==> config.mk <==
export PLATFORM = sky130hd
export DESIGN_NAME = ppio_port
export DESIGN_NICKNAME = d
export VERILOG_FILES = /design/src/rtl/ppio_pkg.sv /design/src/rtl/ppio_sync.sv /design/src/rtl/ppio_regs.sv /design/src/rtl/ppio_dir_fsm.sv /design/src/rtl/ppio_port.sv
export SDC_FILE = /design/constraint.sdc
export NUM_CORES = 1
export LEC_CHECK = 0
export BUFFER_PORTS_ARGS = -buffer_cell sky130_fd_sc_hd__buf_2
export CAP_MARGIN = 20
export CORE_MARGIN = 3
export CORE_UTILIZATION = 35
export DETAILED_ROUTE_END_ITERATION = 10
export GPL_TIMING_DRIVEN = 0
export HOLD_SLACK_MARGIN = 0.08
export PLACE_DENSITY = 0.63
export SLEW_MARGIN = 25
export SYNTH_ARGS = -nofsm -noshare
export SYNTH_HDL_FRONTEND = slang
export SYNTH_HIERARCHICAL = 1
export SYNTH_SLANG_ARGS = --single-unit
==> constraint.sdc <==
create_clock -name clk -period 1.57 [get_ports clk]
set_clock_uncertainty 0.15 [all_clocks]
set_input_delay 0.0785 -clock clk [delete_from_list [all_inputs] [get_ports clk]]
set_output_delay 0.0785 -clock clk [all_outputs]
set_load 0.03 [all_outputs]
==> src/rtl/ppio_pkg.sv <==
package ppio_pkg;

    typedef enum logic [0:0] {
        DIR_DRIVE  = 1'b0,
        DIR_LISTEN = 1'b1
    } dir_state_e;

    localparam int OFS_DATA = 0;
    localparam int OFS_STAT = 1;
    localparam int OFS_CTRL = 2;

    localparam int CTL_STROBE   = 0;
    localparam int CTL_AUTOFEED = 1;
    localparam int CTL_INIT     = 2;
    localparam int CTL_SELIN    = 3;
    localparam int CTL_DIR      = 5;

    localparam int STS_ERROR  = 3;
    localparam int STS_SELECT = 4;
    localparam int STS_ACK    = 6;
    localparam int STS_BUSY   = 7;

    localparam int REG_W     = 8;
    localparam int STS_PINS  = 4;

endpackage

==> src/rtl/ppio_sync.sv <==
module ppio_sync #(
    parameter int WIDTH  = 1,
    parameter int STAGES = 2
) (
    input  logic             clk,
    input  logic             rst_n,
    input  logic [WIDTH-1:0] async_in,
    output logic [WIDTH-1:0] sync_out
);

    logic [WIDTH-1:0] stage_q [STAGES];

    generate
        for (genvar s = 0; s < STAGES; s++) begin : g_stage
            always_ff @(posedge clk or negedge rst_n) begin
                if (!rst_n) begin
                    stage_q[s] <= '0;
                end else if (s == 0) begin
                    stage_q[s] <= async_in;
                end else begin
                    stage_q[s] <= stage_q[(s == 0) ? 0 : s-1];
                end
            end
        end
    endgenerate

    assign sync_out = stage_q[STAGES-1];

endmodule

==> src/rtl/ppio_regs.sv <==
module ppio_regs
    import ppio_pkg::*;
#(
    parameter int ADDR_W = 3
) (
    input  logic              clk,
    input  logic              rst_n,
    input  logic [ADDR_W-1:0] cpu_addr,
    input  logic              cpu_wr,
    input  logic [REG_W-1:0]  cpu_wdata,
    output logic [REG_W-1:0]  data_q,
    output logic [REG_W-1:0]  ctrl_q,
    output logic              ctrl_wr,
    output logic              ctrl_dir
);

    logic hit_data;
    logic hit_ctrl;

    always_comb begin
        hit_data = (cpu_addr == ADDR_W'(OFS_DATA));
        hit_ctrl = (cpu_addr == ADDR_W'(OFS_CTRL));
    end

    assign ctrl_wr  = cpu_wr && hit_ctrl;
    assign ctrl_dir = cpu_wdata[CTL_DIR];

    always_ff @(posedge clk or negedge rst_n) begin
        if (!rst_n) begin
            data_q <= '0;
        end else if (cpu_wr && hit_data) begin
            data_q <= cpu_wdata;
        end
    end

    always_ff @(posedge clk or negedge rst_n) begin
        if (!rst_n) begin
            ctrl_q <= '0;
        end else if (ctrl_wr) begin
            ctrl_q <= cpu_wdata;
        end
    end

endmodule

==> src/rtl/ppio_dir_fsm.sv <==
module ppio_dir_fsm
    import ppio_pkg::*;
#(
    parameter bit LEGACY = 1'b0
) (
    input  logic clk,
    input  logic rst_n,
    input  logic ctrl_wr,
    input  logic ctrl_dir,
    output logic drive_en,
    output logic listening
);

    dir_state_e state_q;
    dir_state_e state_d;

    always_ff @(posedge clk or negedge rst_n) begin
        if (!rst_n) begin
            state_q <= DIR_DRIVE;
        end else begin
            state_q <= state_d;
        end
    end

    always_comb begin
        state_d = state_q;
        unique case (state_q)
            DIR_DRIVE: begin
                if (ctrl_wr && ctrl_dir && !LEGACY) begin
                    state_d = DIR_LISTEN;
                end
            end
            DIR_LISTEN: begin
                if (ctrl_wr && !ctrl_dir) begin
                    state_d = DIR_DRIVE;
                end
            end
            default: state_d = DIR_DRIVE;
        endcase
    end

    always_comb begin
        drive_en  = 1'b1;
        listening = 1'b0;
        unique case (state_q)
            DIR_DRIVE: begin
                drive_en  = 1'b1;
                listening = 1'b0;
            end
            DIR_LISTEN: begin
                drive_en  = 1'b0;
                listening = 1'b1;
            end
            default: begin
                drive_en  = 1'b1;
                listening = 1'b0;
            end
        endcase
    end

endmodule

==> src/rtl/ppio_port.sv <==
module ppio_port
    import ppio_pkg::*;
#(
    parameter int ADDR_W      = 3,
    parameter int SYNC_STAGES = 2,
    parameter bit LEGACY      = 1'b0
) (
    input  logic              clk,
    input  logic              rst_n,
    input  logic [ADDR_W-1:0] cpu_addr,
    input  logic              cpu_wr,
    input  logic [7:0]        cpu_wdata,
    output logic [7:0]        cpu_rdata,
    input  logic [7:0]        pd_in,
    output logic [7:0]        pd_out,
    output logic              pd_oe,
    input  logic              pin_busy,
    input  logic              pin_ack,
    input  logic              pin_select,
    input  logic              pin_error,
    output logic              pin_strobe,
    output logic              pin_autofeed,
    output logic              pin_init,
    output logic              pin_select_in
);

    localparam int SYNC_W = REG_W + STS_PINS;

    logic [REG_W-1:0]  data_q;
    logic [REG_W-1:0]  ctrl_q;
    logic              ctrl_wr;
    logic              ctrl_dir;
    logic              drive_en;
    logic              listening;
    logic [SYNC_W-1:0] sync_out;
    logic [REG_W-1:0]  per_byte;
    logic              busy_s, ack_s, sel_s, err_s;
    logic [REG_W-1:0]  status_word;
    logic [REG_W-1:0]  data_read;

    ppio_regs #(.ADDR_W(ADDR_W)) u_regs (
        .clk      (clk),
        .rst_n    (rst_n),
        .cpu_addr (cpu_addr),
        .cpu_wr   (cpu_wr),
        .cpu_wdata(cpu_wdata),
        .data_q   (data_q),
        .ctrl_q   (ctrl_q),
        .ctrl_wr  (ctrl_wr),
        .ctrl_dir (ctrl_dir)
    );

    ppio_dir_fsm #(.LEGACY(LEGACY)) u_dir (
        .clk      (clk),
        .rst_n    (rst_n),
        .ctrl_wr  (ctrl_wr),
        .ctrl_dir (ctrl_dir),
        .drive_en (drive_en),
        .listening(listening)
    );

    ppio_sync #(.WIDTH(SYNC_W), .STAGES(SYNC_STAGES)) u_sync (
        .clk     (clk),
        .rst_n   (rst_n),
        .async_in({pin_busy, pin_ack, pin_select, pin_error, pd_in}),
        .sync_out(sync_out)
    );

    assign per_byte = sync_out[REG_W-1:0];
    assign {busy_s, ack_s, sel_s, err_s} = sync_out[SYNC_W-1:REG_W];

    always_comb begin
        status_word             = '0;
        status_word[STS_BUSY]   = ~busy_s;
        status_word[STS_ACK]    = ack_s;
        status_word[STS_SELECT] = sel_s;
        status_word[STS_ERROR]  = err_s;
    end

    generate
        if (LEGACY) begin : g_legacy_read
            assign data_read = data_q & per_byte;
        end else begin : g_bidir_read
            assign data_read = listening ? per_byte : data_q;
        end
    endgenerate

    always_comb begin
        if (cpu_addr == ADDR_W'(OFS_DATA)) begin
            cpu_rdata = data_read;
        end else if (cpu_addr == ADDR_W'(OFS_STAT)) begin
            cpu_rdata = status_word;
        end else if (cpu_addr == ADDR_W'(OFS_CTRL)) begin
            cpu_rdata = ctrl_q;
        end else begin
            cpu_rdata = '0;
        end
    end

    assign pd_out        = data_q;
    assign pd_oe         = drive_en;
    assign pin_strobe    = ctrl_q[CTL_STROBE];
    assign pin_autofeed  = ctrl_q[CTL_AUTOFEED];
    assign pin_init      = ctrl_q[CTL_INIT];
    assign pin_select_in = ctrl_q[CTL_SELIN];

endmodule

==> reports/results.ini <==
[outcome]
status = finished, violations left
violations = setup timing

[clock_tree]
cts-htree-levels = 2
cts.reportedPaths.clkPinSlew_ns = 0.07
clock_latency_ns = 0.28
clkSinkCount = 41
cts_tree = built
clk_path_buf_depth = 2
cts_buffers = 5
root_buffer = clkbuf_8

[timing]
tightestPinTransition_ns = 0.896
finalHoldViolCount = 0
clock.fmax_mhz = 624
fin_crit_ns = 1.60
slew_headroom_pct = 40.3
final.period_utilization_pct = 102
rsz0062_at_grt = true
whs_ns = 0.183
setup_viol = 3
finalWorstSetupSlack_ns = -0.0319
finalMaxSlewViolations = 0

[global_routing]
grt_overflow = 0
grt_pass1_vias = 1145
grt_util_met1_pct = 14.9
gr-usage-met3_pct = 5.47
top_usage_layer = met2
grt_first_pass_wirelength_mm = 5.44
track_usage_pct = 13.3
use_met2_pct = 22.9
antenna_found_initial = 0
grt_start_max_net_pins = 42

[finish]
layout_common_cells = dfrtp_1 (41), buf_2 (39), dlygate4sd3_1 (21), mux2_2 (16), buf_4 (14)
fill_cells = 388
final_layout_size_suffix_gt1_share_pct = 54.5
syn2layout_area_growth_pct = 38.1
instances_no_fill = 228
layout_commonest_cell = dfrtp_1
antenna_cells = 0
final_cell_area_um2 = 2290
fin_nets = 201

[hold_path]
hold_path.startpoint = cpu_wr
holdPathStages = 3
min_to = u_regs/data_q[0]
hp-class = in2reg

[pwr]
p_per_area_nw_per_um2 = 1150
vdd_drop_max_mv = 0.584
p_leak_uw = 0.00105
finalPower_uw = 2620

[critical_path]
reg2regPathDepth = 2
criticalPathCategory = reg2out
worstSetupStartpointType = register
worstPathArrival_ns = 1.37
critical_path_required_ns = 1.34
critPathCaptureType = primary output
rrSetupSlack_ns = 0.51
critical_path.max_fanout = 1

[synth]
syn_nets = 130
synth.distinct_cells = 18
ys_seq_elements = 41
syn_inst = 104
yosysSeqAreaShare_pct = 62.0
ys.warnings.count = 6
syn_avg_cell_area_um2 = 15.9
syn-cell-area_um2 = 1660

[detailed_routing]
wl_mm = 3.30
routedWlPerCell_um = 14.5
vias_per_cell = 4.63
antenna_left = 0
drt-initial-drc-count = 36
dr.pass1.iters = 4
dr_total_vias = 1056
drc_errors = 0

[place]
portBuffers = 46
dp_slack_ns = -0.0345
dp_cells = 202
dp.final_hpwl_mm = 2.22
gp_congestion = 0.782
place_area_um2 = 1950

[floorplanning]
rows = 24
dieArea_um2 = 5590
fp.coreArea_um2 = 4470
die_width_um = 74.8
io_pins = 47
initial_core_util_pct = 37.0
die_y_um = 74.8

[job]
drv_cap = 0

==> cell type report <==
| type | count | area [um2] | area share [%] |
|---|---|---|---|
| Buffer | 12 | 98.8 | 4.32 |
| Clock buffer | 6 | 72.6 | 3.17 |
| Clock inverter | 2 | 10.0 | 0.438 |
| Inverter | 1 | 3.75 | 0.164 |
| Multi-Input combinational cell | 46 | 527 | 23.0 |
| Sequential cell | 41 | 1030 | 44.9 |
| Tap cell | 52 | 65.1 | 2.85 |
| Timing Repair Buffer | 68 | 483 | 21.1 |
==> metal layers <==
metal,up-vias,wire (um)
li1,499,-
met1,521,1370
met2,31,1710
met3,5,188
met4,0,38
met5,-,0
==> power breakdown <==
part           total, uW  switching, uW  internal, uW
clock network        637            329           308
registers           1270           82.6          1180
logic                719            388           331
==> stage by stage <==
step / utilization (%) / TNS, ns
6_report: 51.1 / -0.0622
5_1_grt: 51.1 / -0.416
4_1_cts: 50.6 / -0.126
3_5_place_dp: 43.6 / -0.220
3_3_place_gp: 43.6 / -0.332
2_1_floorplan: - / 0
==> synth_stat cells, drive strengths merged <==
cell / instances / area, um2
nor4b: 1 / 23.8
nor3b: 1 / 7.51
or3: 1 / 6.26
nand2b: 4 / 35.0
and4bb: 1 / 12.5
mux2i: 8 / 80.1
or4b: 1 / 10.0
buf: 16 / 119
dfrtp: 41 / 1030
o2bb2ai: 4 / 35.0
mux2: 17 / 195
o221ai: 4 / 60.1
or2b: 1 / 7.51
inv: 1 / 3.75
or4bb: 3 / 33.8
==> worst max-delay path, stage by stage (launching register included) <==
cell and delay (ns):
dfrtp_1 0.36, or4b_1 0.47, o221ai_2 0.09, buf_6 0.16
==> worst max path at each step <==
| stage | end | from | cells past startpoint | slack (ns) |
|---|---|---|---|---|
| floorplan | cpu_rdata[0] | register | 3 | 0.15 |
| global route | cpu_rdata[7] | u_sync/sync_out[11] | 3 | -0.1 |
| finish | cpu_rdata[7] | u_sync/sync_out[11] | 3 | -0.03 |
| global placement | u_regs/data_q[4] | cpu_addr[0] | 3 | -0.04 |
| detailed placement | u_regs/data_q[6] | cpu_addr[0] | 3 | -0.03 |
| CTS | cpu_rdata[7] | u_sync/sync_out[11] | 3 | -0.1 |
==> state kept, by name, summed over array words and instances (netlist names), named ones only <==
register	flops
u_regs/data_q	8
u_regs/ctrl_q	8
u_sync/sync_out	12
u_sync/stage_q	12
==> cells by family after synthesis <==
group           after synthesis  share of synthesized area [%]
compound gates                8                           5.74
buf+inv                      17                           7.41
flops                        41                           62.0
mux                          25                           16.6
simple gates                 13                           8.24
==> what timing repair did <==
item | 4_1_cts | 5_1_grt
endpoints found under the setup margin | 8 | 8
hold endpoints to repair | 70 | 0
hold buffers | 21 | 0
buffers inserted | 1 | 0
gates resized for setup | 15 | 4
pin swaps | 8 | 5
gates cloned | 0 | 0
Note: power is estimated with default switching activity, not from simulation.
